--- src/rtl/gpio_pmux_pkg.sv ---
package gpio_pmux_pkg;
  localparam int PORT_W = 8;
  localparam int TMR_CH = 4;
  localparam int SEL_W  = 2;
  localparam int TWI_LO = 0;
  localparam int UART_LO = 2;
  localparam int TMR_LO = 4;

  typedef enum logic [1:0] {
    GRP_TWI  = 2'd0,
    GRP_UART = 2'd1,
    GRP_TMR  = 2'd2
  } pin_grp_e;

  function automatic pin_grp_e grp_of(input int pin);
    if (pin < UART_LO) return GRP_TWI;
    else if (pin < TMR_LO) return GRP_UART;
    else return GRP_TMR;
  endfunction
endpackage

--- src/rtl/gpio_sync.sv ---
module gpio_sync #(
  parameter int W      = 8,
  parameter int STAGES = 2
) (
  input  logic         clk,
  input  logic         rst_n,
  input  logic [W-1:0] d_in,
  output logic [W-1:0] d_out
);
  logic [STAGES-1:0][W-1:0] chain_q;

  for (genvar s = 0; s < STAGES; s++) begin : g_stage
    always_ff @(posedge clk or negedge rst_n) begin
      if (!rst_n) chain_q[s] <= '0;
      else if (s == 0) chain_q[s] <= d_in;
      else chain_q[s] <= chain_q[(s == 0) ? 0 : s-1];
    end
  end

  assign d_out = chain_q[STAGES-1];

  if (STAGES == 2) begin : g_chk
    logic [1:0] warm_q;
    always_ff @(posedge clk or negedge rst_n) begin
      if (!rst_n) warm_q <= '0;
      else if (warm_q != 2'd2) warm_q <= warm_q + 2'd1;
    end
    p_two_edge_delay_r6: assert property (@(posedge clk) disable iff (!rst_n)
      (warm_q == 2'd2) |-> (d_out == $past(d_in, 2)));
  end
endmodule

--- src/rtl/gpio_regfile.sv ---
module gpio_regfile
  import gpio_pmux_pkg::*;
#(
  parameter int ADDR_W = 8,
  parameter logic [ADDR_W-1:0] DATA_ADDR = 'h01,
  parameter logic [ADDR_W-1:0] DIR_ADDR  = 'h05
) (
  input  logic              clk,
  input  logic              rst_n,
  input  logic [ADDR_W-1:0] addr,
  input  logic              wr_en,
  input  logic [PORT_W-1:0] wdata,
  input  logic [PORT_W-1:0] pin_sync,
  output logic [PORT_W-1:0] rdata,
  output logic [PORT_W-1:0] data_q,
  output logic [PORT_W-1:0] dir_q
);
  logic hit_data, hit_dir;
  assign hit_data = (addr == DATA_ADDR);
  assign hit_dir  = (addr == DIR_ADDR);

  // latch is writable whatever the direction bits say
  always_ff @(posedge clk or negedge rst_n) begin
    if (!rst_n) data_q <= '0;
    else if (wr_en && hit_data) data_q <= wdata;
  end

  always_ff @(posedge clk or negedge rst_n) begin
    if (!rst_n) dir_q <= '0;
    else if (wr_en && hit_dir) dir_q <= wdata;
  end

  always_comb begin
    rdata = '0;
    if (hit_data) rdata = (dir_q & data_q) | (~dir_q & pin_sync);
    else if (hit_dir) rdata = dir_q;
  end

  p_reset_clear_r1: assert property (@(posedge clk)
    !rst_n |=> (dir_q == '0 && data_q == '0));
  p_dir_write_r2: assert property (@(posedge clk) disable iff (!rst_n)
    (wr_en && hit_dir) |=> (dir_q == $past(wdata)));
  p_latch_write_r4: assert property (@(posedge clk) disable iff (!rst_n)
    (wr_en && hit_data) |=> (data_q == $past(wdata)));
  p_unmapped_write_r10: assert property (@(posedge clk) disable iff (!rst_n)
    (wr_en && !hit_data && !hit_dir) |=> ($stable(data_q) && $stable(dir_q)));
endmodule

--- src/rtl/gpio_pin_mux.sv ---
module gpio_pin_mux
  import gpio_pmux_pkg::*;
(
  input  logic                    data_q_bit_unused_n,
  input  logic [PORT_W-1:0]       data_q,
  input  logic [PORT_W-1:0]       dir_q,
  input  logic                    twi_en,
  input  logic                    twi_sda_o,
  input  logic                    twi_scl_o,
  input  logic                    uart_en,
  input  logic                    uart_txd,
  input  logic [TMR_CH*SEL_W-1:0] tmr_sel,
  input  logic [TMR_CH-1:0]       tmr_out,
  input  logic [TMR_CH-1:0]       tmr_oe,
  output logic [PORT_W-1:0]       pad_out,
  output logic [PORT_W-1:0]       pad_oe
);
  logic unused_tie;
  assign unused_tie = data_q_bit_unused_n;

  for (genvar p = 0; p < PORT_W; p++) begin : g_pin
    localparam pin_grp_e GRP = grp_of(p);
    logic own, per_o, per_oe;

    if (GRP == GRP_TWI) begin : g_twi
      logic line_hi;
      if (p == TWI_LO) begin : g_sda
        assign line_hi = twi_sda_o;
      end else begin : g_scl
        assign line_hi = twi_scl_o;
      end
      // open drain: drive only a low level
      assign own    = twi_en;
      assign per_o  = 1'b0;
      assign per_oe = ~line_hi;
    end else if (GRP == GRP_UART) begin : g_uart
      assign own = uart_en;
      if (p == UART_LO) begin : g_tx
        assign per_o  = uart_txd;
        assign per_oe = 1'b1;
      end else begin : g_rx
        assign per_o  = 1'b0;
        assign per_oe = 1'b0;
      end
    end else begin : g_tmr
      localparam int CH = p - TMR_LO;
      assign own    = |tmr_sel[CH*SEL_W +: SEL_W];
      assign per_o  = tmr_out[CH];
      assign per_oe = tmr_oe[CH];
    end

    assign pad_out[p] = own ? per_o  : data_q[p];
    assign pad_oe[p]  = own ? per_oe : dir_q[p];
  end
endmodule

--- src/rtl/gpio_pmux_port.sv ---
module gpio_pmux_port
  import gpio_pmux_pkg::*;
#(
  parameter int ADDR_W = 8,
  parameter logic [ADDR_W-1:0] DATA_ADDR = 'h01,
  parameter logic [ADDR_W-1:0] DIR_ADDR  = 'h05,
  parameter int SYNC_STAGES = 2
) (
  input  logic                    clk,
  input  logic                    rst_n,
  input  logic [ADDR_W-1:0]       reg_addr,
  input  logic                    reg_wr,
  input  logic [PORT_W-1:0]       reg_wdata,
  output logic [PORT_W-1:0]       reg_rdata,
  input  logic [PORT_W-1:0]       pad_in,
  output logic [PORT_W-1:0]       pad_out,
  output logic [PORT_W-1:0]       pad_oe,
  output logic [PORT_W-1:0]       pin_sync,
  input  logic                    twi_en,
  input  logic                    twi_sda_o,
  input  logic                    twi_scl_o,
  input  logic                    uart_en,
  input  logic                    uart_txd,
  input  logic [TMR_CH*SEL_W-1:0] tmr_sel,
  input  logic [TMR_CH-1:0]       tmr_out,
  input  logic [TMR_CH-1:0]       tmr_oe
);
  logic [PORT_W-1:0] data_q, dir_q;

  gpio_sync #(.W(PORT_W), .STAGES(SYNC_STAGES)) u_sync (
    .clk(clk), .rst_n(rst_n), .d_in(pad_in), .d_out(pin_sync)
  );

  gpio_regfile #(.ADDR_W(ADDR_W), .DATA_ADDR(DATA_ADDR), .DIR_ADDR(DIR_ADDR)) u_regs (
    .clk(clk), .rst_n(rst_n), .addr(reg_addr), .wr_en(reg_wr), .wdata(reg_wdata),
    .pin_sync(pin_sync), .rdata(reg_rdata), .data_q(data_q), .dir_q(dir_q)
  );

  gpio_pin_mux u_mux (
    .data_q_bit_unused_n(1'b0),
    .data_q(data_q), .dir_q(dir_q),
    .twi_en(twi_en), .twi_sda_o(twi_sda_o), .twi_scl_o(twi_scl_o),
    .uart_en(uart_en), .uart_txd(uart_txd),
    .tmr_sel(tmr_sel), .tmr_out(tmr_out), .tmr_oe(tmr_oe),
    .pad_out(pad_out), .pad_oe(pad_oe)
  );

  p_twi_low_only_r7: assert property (@(posedge clk) disable iff (!rst_n)
    twi_en |-> (pad_out[1:0] == 2'b00 && pad_oe[0] == !twi_sda_o && pad_oe[1] == !twi_scl_o));
  p_uart_rx_input_r8: assert property (@(posedge clk) disable iff (!rst_n)
    uart_en |-> (!pad_oe[3] && pad_oe[2] && pad_out[2] == uart_txd));
  p_tmr_gpio_r9: assert property (@(posedge clk) disable iff (!rst_n)
    (tmr_sel[1:0] == 2'b00) |-> (pad_oe[4] == dir_q[4] && pad_out[4] == data_q[4]));
  p_gpio_drive_r3: assert property (@(posedge clk) disable iff (!rst_n)
    (!twi_en && !uart_en && tmr_sel == '0) |-> (pad_oe == dir_q && pad_out == data_q));
endmodule

--- config.mk ---
export PLATFORM = sky130hd
export DESIGN_NAME = gpio_pmux_port
export DESIGN_NICKNAME = d
export VERILOG_FILES = /design/src/rtl/gpio_pmux_pkg.sv /design/src/rtl/gpio_sync.sv /design/src/rtl/gpio_regfile.sv /design/src/rtl/gpio_pin_mux.sv /design/src/rtl/gpio_pmux_port.sv
export SDC_FILE = /design/constraint.sdc
export NUM_CORES = 1
export LEC_CHECK = 0
export ABC_AREA = 1
export BUFFER_PORTS_ARGS = -buffer_cell sky130_fd_sc_hd__buf_2
export CORE_MARGIN = 2
export CORE_UTILIZATION = 41
export DETAILED_ROUTE_END_ITERATION = 8
export GPL_TIMING_DRIVEN = 0
export PLACE_DENSITY = 0.73
export SYNTH_ARGS = -nofsm -noshare
export SYNTH_HDL_FRONTEND = slang
export SYNTH_SLANG_ARGS = --single-unit
--- constraint.sdc ---
create_clock -name clk -period 0.8 [get_ports clk]
set_input_delay 0.04 -clock clk [delete_from_list [all_inputs] [get_ports clk]]
set_output_delay 0.04 -clock clk [all_outputs]
set_load 0.02 [all_outputs]
==> results of run 1 <==
==> flip-flops by register name (all words and copies together) (netlist names) <==
signal          cells
u_regs.data_q       8
u_regs.dir_q        8
u_sync.chain_q      8
u_sync.d_out        8
==> power by group through the flow <==
stage	Sequential [uW]	Clock [uW]	Combinational (uW)
6_report	1750	1240	818
5_1_grt	1760	1360	886
4_1_cts	1750	1280	746
3_5_place_dp	1770	0	525
3_3_place_gp	1770	0	515
2_1_floorplan	1760	0	301
==> worst paths after layout <==
path / startpoint / end / slack, ns / cells after the start
worst max-delay path: u_regs.dir_q[2] / reg_rdata[2] / -0.43 / 6
worst min-delay path: rst_n / u_sync.chain_q[2] / -0.19 / 1
worst max register to register: u_regs.dir_q[1] / u_regs.dir_q[1] / -0.05 / 4
worst min register to register: u_sync.chain_q[1] / u_sync.d_out[1] / 0.35 / 0
max in group asynchronous: rst_n / u_sync.chain_q[4] / 0.53 / 1
min in group clk: reg_wdata[1] / u_regs.data_q[1] / 0.01 / 3
==> stage by stage <==
step	TNS, ns	utilization, %	setup WS [ns]	cell area, um^2	total power, uW
5_1_grt	-11.09	72.3	-0.521	2650	4010
2_1_floorplan	-0.497	-	-0.0636	1550	2060
6_report	-8.83	72.3	-0.429	2650	3810
3_5_place_dp	-7.35	54.7	-0.357	2000	2290
4_1_cts	-9.11	69.2	-0.421	2530	3780
3_3_place_gp	-7.05	54.7	-0.359	2000	2280
==> layer usage <==
layer | vias to the layer above | GRT usage (%) | part of all wire [%]
met1 | 723 | 26.2 | 41
met3 | 9 | 3.42 | 7.0
li1 | 827 | - | -
met5 | - | 0 | 0
met4 | 0 | 11.2 | 1.7
met2 | 72 | 33.0 | 50
==> kinds of logic (layout without fill, tap and decap cells) <==
| logic type | count (synthesis) | after routing | share of synthesized area [%] |
|---|---|---|---|
| and+or+nand+nor | 106 | 106 | 29.0 |
| muxes | 4 | 4 | 2.90 |
| AOI/OAI and AO/OA | 19 | 19 | 6.12 |
| DFF | 32 | 32 | 51.6 |
| buffers and inverters | 29 | 144 | 10.4 |
==> cell type report <==
| cell class | instances | area (um^2) | share of cell area [%] |
|---|---|---|---|
| repair buffers | 112 | 877 | 33.1 |
| flip-flops and latches | 32 | 801 | 30.2 |
| multi-input cells | 129 | 684 | 25.9 |
| clock buffers | 8 | 90.1 | 3.40 |
| plain buffers | 6 | 67.6 | 2.55 |
| inverters | 18 | 67.6 | 2.55 |
| well taps | 48 | 60.1 | 2.27 |
==> timing repair <==
item                       CTS  global route
hold endpoints to repair    44            32
cloned                       0             0
gates resized for setup     85            30
buffers inserted            15            10
setup endpoints to repair   32            48
pin swaps                    3             6
==> worst max-delay path: cells and delay by family (launching register included) <==
kind / cells / cell delay (ns)
AOI/OAI and AO/OA: 2 / 0.14
DFF: 1 / 0.41
buffers and inverters: 2 / 0.25
and+or+nand+nor: 2 / 0.11
==> cell usage after synthesis <==
master and count:
a21oi_1 4, buf_4 8, buf_6 3, dfrtp_1 32, inv_1 17, inv_2 1, mux2_2 4, nand2_1 64
nand2_2 2, nand3_1 18, nor2_1 16, nor2_2 3, nor2_4 2, o21ai_0 15, or2_2 1
==> results.md, run 1 <==
* Pwr dens at 1440 nW/um^2
* Share of total power in sequential cells at 45.9%
* Syn_nets at 238
* HPWL after detailed placement at 2560 um
* Violation count after the first detailed-routing iteration at 49
* Total gr overflow at 0
* Layout cells sized above 1 at 50.2%
* CTS tree: done
* Post-synthesis cell count at 190
* Die width at 65.5 um
* Netlist Area Pre-Place at 1550 um^2
* Total CTS buffers at 5
* Crit path cell chain: inv_2 -> nand2_2 -> o21ai_1 -> nand2_1 -> o21ai_1 -> buf_4
* Comb pwr share at 21.4%
* Final Hold Vio Count at 32
* Cell taking the most area after synthesis: dfrtp_1
* Leakage at 0.00138 uW
* Final #Nets at 352
* Die height at 65.5 um
* Die area at 4300 um^2
* Final Critical Period at 1.23 ns
* Critical path required time at 0.76 ns
* Relative slew slack at 52.2%
* Slowest stage delay, CP at 0.41 ns
* Residual DRC count at 0
* Clock share of power at 32.6%
* Fillers at 296
* Switching Share at 25.5%
* Core area at 3660 um^2
* Area Overhead vs Synth at 70.5%
* Routability cong. at 0.704
* Switching pwr at 973 uW
* Syn Area/Cell at 8.17 um^2
* Final hold slack at -0.190 ns
* Top-area cell type share of the netlist area at 51.6%
* Gr usage total at 20.5%
* Sequential element share of the synthesized area at 51.6%
* Hold-fix buffers, CTS at 11
* Worst setup SP type: flip-flop
* Drt pass-1 iters at 4
* # diodes at 0
* Run status: complete, but fails checks
* Largest cells by area after synthesis: dfrtp_1 52%, nand2_1 15%, nand3_1 5.8%, o21ai_0 4.8%, inv_1 4.1%
* Max-Cap Viols at 0
* Critical Path Most Common Cell: o21ai_1
* Top Ports at 80
* Failing checks: hold timing, setup timing
* Avg WL per Cell at 11.8 um
* Achievable Freq at 0.813 GHz
* Largest net degree at the start of global routing at 33
* Worst Setup End Kind: output pin
* Final worst setup slack at -0.429 ns
* Final worst-path cycle share at 154%
* Slew Limit Fails at 0
* Port Buffers at 78
* Initial core utilization at 42.4%
* Num Clock Sinks at 32
* Htree depth at 2
* Commonest non-fill, non-tap cell in the layout: nand2_1
* Vias in the first global route at 1479
* Slowest CP cell: dfrtp_1
* Worst EP arrival at 1.19 ns
* Largest fanout on the critical path at 3
* Power Internal at 2840 uW
* Yosys cell types at 15
* Clk root buf: clkbuf_8
* Ys Warns at 0
* Insertion delay to the later sink of the worst-skew pair at 0.28 ns
* HP Class: in -> async
* Cell count after placement at 316
* Final Non-Filler Cells at 353
* Num rows at 22
* Worst-margin pin slew at 0.717 ns
* Clock tree buffer depth at 2
* Clock Skews at 0.000264 ns
* Most frequent cells in the layout: 59 x nand2_1, 46 x buf_2, 39 x buf_6, 32 x dfrtp_1, 22 x buf_4
* Reg clk slew, reported paths at 0.06 ns
* DR vias at 1631
* Vias per inst at 4.62
* Yosys reg bits at 32
* Setup violators final at 34
* CP Class: reg -> out
* Post-route ant nets at 0
* First-pass GRT wire length at 6560 um
* Initial antenna violation count at 0
* RSZ-0062 raised after global routing: true
* Routed WL at 4170 um
* Peak supply drop at 0.00101 V
Power figures use the tool's default switching activity.
==> run 2, diff against run 1 <==
--- a/config.mk
+++ b/config.mk
@@ -7,11 +7,13 @@
 export LEC_CHECK = 0
 export ABC_AREA = 1
 export BUFFER_PORTS_ARGS = -buffer_cell sky130_fd_sc_hd__buf_2
+export CELL_PAD_IN_SITES_DETAIL_PLACEMENT = 1
+export CELL_PAD_IN_SITES_GLOBAL_PLACEMENT = 1
 export CORE_MARGIN = 2
-export CORE_UTILIZATION = 41
+export CORE_UTILIZATION = 31
 export DETAILED_ROUTE_END_ITERATION = 8
 export GPL_TIMING_DRIVEN = 0
-export PLACE_DENSITY = 0.73
+export PLACE_DENSITY_LB_ADDON = 0.1
 export SYNTH_ARGS = -nofsm -noshare
 export SYNTH_HDL_FRONTEND = slang
 export SYNTH_SLANG_ARGS = --single-unit
==> run 2 against run 1 <==
Against the previous run: the run still ends with hold timing, setup timing left; clock power about the same; critical endpoint is now reg_rdata[5]; power increased by 1.1%; sequential power about the same; largest cell class unchanged; first-iteration DRC count decreased by 20%; count of clock-buffer cells in the layout unchanged; fmax decreased by 2.4%; sequential share of layout area decreased by 0.44 points; hold slack got worse by 0.018 ns; combinational power increased by 2%; via count increased by 2.9%; worst setup slack got worse by 0.030 ns; highest routed layer unchanged; design area increased by 1.5%.
==> results.md, run 2 (synthesis results as in run 1) <==
* Run status: complete, but fails checks
* Failing checks: hold timing, setup timing
* Port Buffers at 78
* DR vias at 1678
* Insertion delay to the later sink of the worst-skew pair at 0.29 ns
* Critical Path Source: u_regs.dir_q[5]
* Htree depth at 2
* CTS tree: done
* Reg clk slew, reported paths at 0.06 ns
* Worst r2r src: u_regs.dir_q[1]
* Worst-margin pin slew at 0.685 ns
* Routability cong. at 0.697
* Peak supply drop at 0.00120 V
* Largest net degree at the start of global routing at 33
* Switching pwr at 1010 uW
* Setup TNS at -9.53 ns
* Residual DRC count at 0
* Initial core utilization at 32.4%
* Final Critical Period at 1.26 ns
* Avg WL per Cell at 13.1 um
* Final worst-path cycle share at 157%
* Max-Cap Viols at 0
* Relative slew slack at 54.3%
* Num Clock Sinks at 32
* Final hold slack at -0.208 ns
* First-pass GRT wire length at 7560 um
* Pwr dens at 1440 nW/um^2
* Area occupied by registers at 801 um^2
* Routed WL at 4900 um
* Die width at 74.8 um
* Achievable Freq at 0.794 GHz
* Violation count after the first detailed-routing iteration at 39
* Final Non-Filler Cells at 373
* Area Overhead vs Synth at 73.0%
* Clk root buf: clkbuf_8
* Largest fanout on the critical path at 3
* Drt pass-1 iters at 2
* Multi-input logic area at 693 um^2
* Share of total power in sequential cells at 45.4%
* Post-route cell area at 2690 um^2
* Comb pwr share at 21.6%
* Layout cells sized above 1 at 51.3%
* Leakage at 0.00139 uW
* Commonest non-fill, non-tap cell in the layout: nand2_1
* Fillers at 587
* Final worst setup slack at -0.460 ns
* HPWL after detailed placement at 3190 um
* Num rows at 25
* Final #Nets at 353
* Gr usage total at 18.1%
* Vias in the first global route at 1788
* Total gr overflow at 0
* CP Class: reg -> out
* HP Class: in -> async
* Total CTS buffers at 5
* Clock share of power at 33.0%
* Cell count after placement at 335
* Placed Area at 2030 um^2
* Slew Limit Fails at 0
* Vias per inst at 4.50
* Die area at 5590 um^2
* Clock Skews at 0.000365 ns
* Setup violators final at 35
* Critical path required time at 0.76 ns
* Switching Share at 26.3%
* # diodes at 0
* Core area at 4790 um^2
* Most frequent cells in the layout: 57 x nand2_1, 46 x buf_2, 40 x buf_6, 32 x dfrtp_1, 24 x buf_4
* Worst EP arrival at 1.22 ns
* Die height at 74.8 um
* Final Hold Vio Count at 32
* Clock tree buffer depth at 2
* Post-route ant nets at 0
* Worst setup SP type: flip-flop
* RSZ-0062 raised after global routing: true
* Worst Setup End Kind: output pin
* Hold-fix buffers, CTS at 9
* Top Ports at 80
* Power Internal at 2840 uW
* Initial antenna violation count at 0
-- run 2: through the flow --
step                setup WS (ns)  hold WS [ns]  util, %  total power [uW]
floorplan                 -0.0636        -0.256        -              2060
global placement           -0.352         0.143     42.4              2290
detailed placement         -0.385         0.147     42.4              2310
CTS                        -0.446        -0.161     53.4              3830
global route               -0.520        -0.138     56.1              4040
finish                     -0.460        -0.208     56.1              3860
-- run 2: per-layer routing --
| metal | GRT usage (%) | vias to the layer above | part of all wire [%] |
|---|---|---|---|
| met1 | 18.9 | 814 | 36 |
| met5 | 0 | - | 0 |
| met3 | 4.15 | 5 | 4.0 |
| met4 | 7.14 | 0 | 1.4 |
| li1 | - | 817 | - |
| met2 | 34.9 | 42 | 59 |
-- run 2: final timing paths --
path,cells after the start,slack (ns),to
min,1,-0.21,u_sync.d_out[3]
max in group asynchronous,1,0.56,u_sync.chain_q[0]
max,6,-0.46,reg_rdata[5]
max reg2reg,5,-0.17,u_regs.dir_q[1]
min reg2reg,0,0.35,u_sync.d_out[0]
min in group clk,3,0,u_regs.dir_q[3]
-- run 2: power groups by stage --
stage / combinational, uW / clock (uW) / sequential, uW
3_5_place_dp: 539 / 0 / 1770
4_1_cts: 761 / 1320 / 1750
2_1_floorplan: 301 / 0 / 1760
5_1_grt: 907 / 1370 / 1760
3_3_place_gp: 525 / 0 / 1770
6_report: 832 / 1270 / 1750
-- run 2: cell type report --
| class | count | area share (%) |
|---|---|---|
| Buffer | 5 | 2.10 |
| Clock buffer | 8 | 3.35 |
| Inverter | 18 | 2.52 |
| Multi-Input combinational cell | 129 | 25.8 |
| Sequential cell | 32 | 29.8 |
| Tap cell | 67 | 3.12 |
| Timing Repair Buffer | 114 | 33.3 |
-- run 2: critical path, cell delays in order (launching register included) --
cell and delay (ns):
dfrtp_1 0.41, inv_2 0.09, nand2_1 0.05, nand2_1 0.05, nand2_1 0.06, o21ai_1 0.08, buf_4 0.17
-- run 2: what timing repair did --
| action | in CTS | in global routing |
|---|---|---|
| gates resized for setup | 85 | 34 |
| pin swaps | 0 | 14 |
| setup endpoints to repair | 40 | 43 |
| endpoints found under the hold margin | 41 | 32 |
| buffers inserted | 18 | 11 |
==> run 3, diff against run 2 <==
--- a/config.mk
+++ b/config.mk
@@ -9,11 +9,12 @@
 export BUFFER_PORTS_ARGS = -buffer_cell sky130_fd_sc_hd__buf_2
 export CELL_PAD_IN_SITES_DETAIL_PLACEMENT = 1
 export CELL_PAD_IN_SITES_GLOBAL_PLACEMENT = 1
-export CORE_MARGIN = 2
+export CORE_MARGIN = 5
 export CORE_UTILIZATION = 31
 export DETAILED_ROUTE_END_ITERATION = 8
 export GPL_TIMING_DRIVEN = 0
 export PLACE_DENSITY_LB_ADDON = 0.1
+export REMOVE_ABC_BUFFERS = 1
 export SYNTH_ARGS = -nofsm -noshare
 export SYNTH_HDL_FRONTEND = slang
 export SYNTH_SLANG_ARGS = --single-unit
==> run 3 against run 2 <==
Against the previous run: the run still ends with hold timing, setup timing left; wire length down 6.5%; first-iteration DRC count down 21%; hold slack better by 0.026 ns; worst setup slack better by 0.056 ns; flip-flop and latch count unchanged; clock power down 13%; power down 7.3%; combinational power down 15%; critical path depth unchanged; register-to-register slack better by 0.11 ns; non-clock buffer count down 16.
==> results.md, run 3 (synthesis results as in run 1) <==
* Run status: complete, but fails checks
* Failing checks: hold timing, setup timing
* Pwr dens at 1450 nW/um^2
* Final worst-path cycle share at 151%
* Final hold slack at -0.182 ns
* Largest net degree at the start of global routing at 33
* Final Hold Vio Count at 32
* Violation count after the first detailed-routing iteration at 31
* Routability cong. at 0.656
* Achievable Freq at 0.831 GHz
* Setup TNS at -7.69 ns
* Slowest stage delay, CP at 0.41 ns
* # diodes at 0
* Area Overhead vs Synth at 58.9%
* Worst-margin pin slew at 0.709 ns
* Htree depth at 2
* Port Buffers at 79
* Reg clk slew, reported paths at 0.06 ns
* Leakage at 0.00129 uW
* Num Clock Sinks at 32
* Peak supply drop at 0.00120 V
* Post-route ant nets at 0
* HPWL after detailed placement at 3200 um
* Vias per inst at 4.40
* Core area at 4790 um^2
* Slowest CP cell: dfrtp_1
* Most frequent cells in the layout: 60 x nand2_1, 52 x buf_2, 32 x dfrtp_1, 24 x buf_6, 18 x buf_4
* Final Critical Period at 1.20 ns
* CP delay by family, top: flip-flops
* CP Class: reg -> out
* Total gr overflow at 0
* Avg WL per Cell at 12.9 um
* Drt pass-1 iters at 4
* Die width at 80.8 um
* Routed WL at 4580 um
* Largest fanout on the critical path at 3
* Max-Cap Viols at 0
* Residual DRC count at 0
* Hold-fix buffers, CTS at 8
* Die area at 6520 um^2
* Initial antenna violation count at 0
* Vias in the first global route at 1568
* Die height at 80.8 um
* Post-route cell area at 2470 um^2
* Top Ports at 80
* HP Class: in -> async
* Total chip power at 3570 uW
* Commonest non-fill, non-tap cell in the layout: nand2_1
* Clock Skews at 0.000844 ns
* Crit path cell chain: inv_2 -> nand2_2 -> o21ai_1 -> nand2_1 -> o21ai_1 -> buf_4
* Clk root buf: clkbuf_8
* Clock tree buffer depth at 2
* Final worst setup slack at -0.404 ns
* Gr usage total at 14.1%
* Num rows at 25
* Slew Limit Fails at 0
* Placed Area at 1940 um^2
* Worst path bufs/invs at 2
* First-pass GRT wire length at 7110 um
* Insertion delay to the later sink of the worst-skew pair at 0.27 ns
* Worst Setup End Kind: output pin
* Initial core utilization at 32.4%
* RSZ-0062 raised after global routing: true
* Layout cells sized above 1 at 48.1%
* CTS tree: done
* Worst EP arrival at 1.16 ns
* Relative slew slack at 52.7%
* Total CTS buffers at 5
* Layout Utilization at 51.6%
* DR vias at 1568
* Setup violators final at 40
* Critical path required time at 0.76 ns
* Worst setup SP type: flip-flop
* Final #Nets at 337
* Critical Path Most Common Cell: o21ai_1
-- run 3: cell types whose count changed in the layout (fill, tap and decap cells not counted), moves of 2 or more --
cell	change
a21oi_4	-2
nand2_2	-3
buf_6	-16
o21ai_1	-5
buf_4	-6
a21oi_2	+2
o21ai_2	-2
o21ai_0	+6
nor2_2	+2
buf_2	+6
nand2_1	+3
-- run 3: worst paths after layout --
check                                  start                 to  slack, ns  depth (start not counted)
setup / recovery             u_regs.dir_q[2]       reg_rdata[2]      -0.40                          6
setup reg to reg             u_regs.dir_q[0]    u_regs.dir_q[0]      -0.06                          4
max in group asynchronous              rst_n    u_sync.d_out[0]       0.53                          1
hold reg to reg            u_sync.chain_q[7]    u_sync.d_out[7]       0.35                          0
min in group clk                reg_wdata[3]   u_regs.data_q[3]       0.01                          3
hold / removal                         rst_n  u_sync.chain_q[3]      -0.18                          1
-- run 3: power breakdown --
group | internal (uW) | total [uW] | switching (uW) | leakage [uW]
Clock | 590 | 1110 | 525 | 0.0000410
Sequential | 1700 | 1750 | 51.1 | 0.000407
Combinational | 359 | 711 | 351 | 0.000838
Total | 2650 | 3570 | 927 | 0.00129
-- run 3: what timing repair did --
action | CTS | global route
setup endpoints to repair | 40 | 48
hold endpoints to repair | 40 | 32
resized for setup | 55 | 38
buffers inserted | 9 | 7
pin swaps | 1 | 8
-- run 3: layer usage --
layer	vias to the layer above	routed length, um	global-route usage (%)
met1	731	1840	16.7
li1	788	-	-
met5	-	0	0
met4	0	58	3.55
met3	4	278	4.66
met2	45	2400	24.8
-- run 3: per-stage QoR --
| stage | cells | setup WS (ns) |
|---|---|---|
| floorplan | 179 | -0.177 |
| global placement | 325 | -0.392 |
| detailed placement | 325 | -0.384 |
| CTS | 349 | -0.445 |
| global route | 356 | -0.539 |
| finish | 356 | -0.404 |
-- run 3: worst register-to-register path, stage by stage, from the launching register on --
cell	delay (ns)
dfrtp_1	0.40
buf_6	0.12
buf_4	0.12
nand2_1	0.05
nand2_1	0.06
-- run 3: area by class of cell --
class	count	area, um^2
multi-input combinational	129	672
tap	67	83.8
inverter	18	67.6
sequential	32	801
clock inverter	1	5.00
fill	596	2320
clock buffer	6	72.6
timing repair buffer	103	766
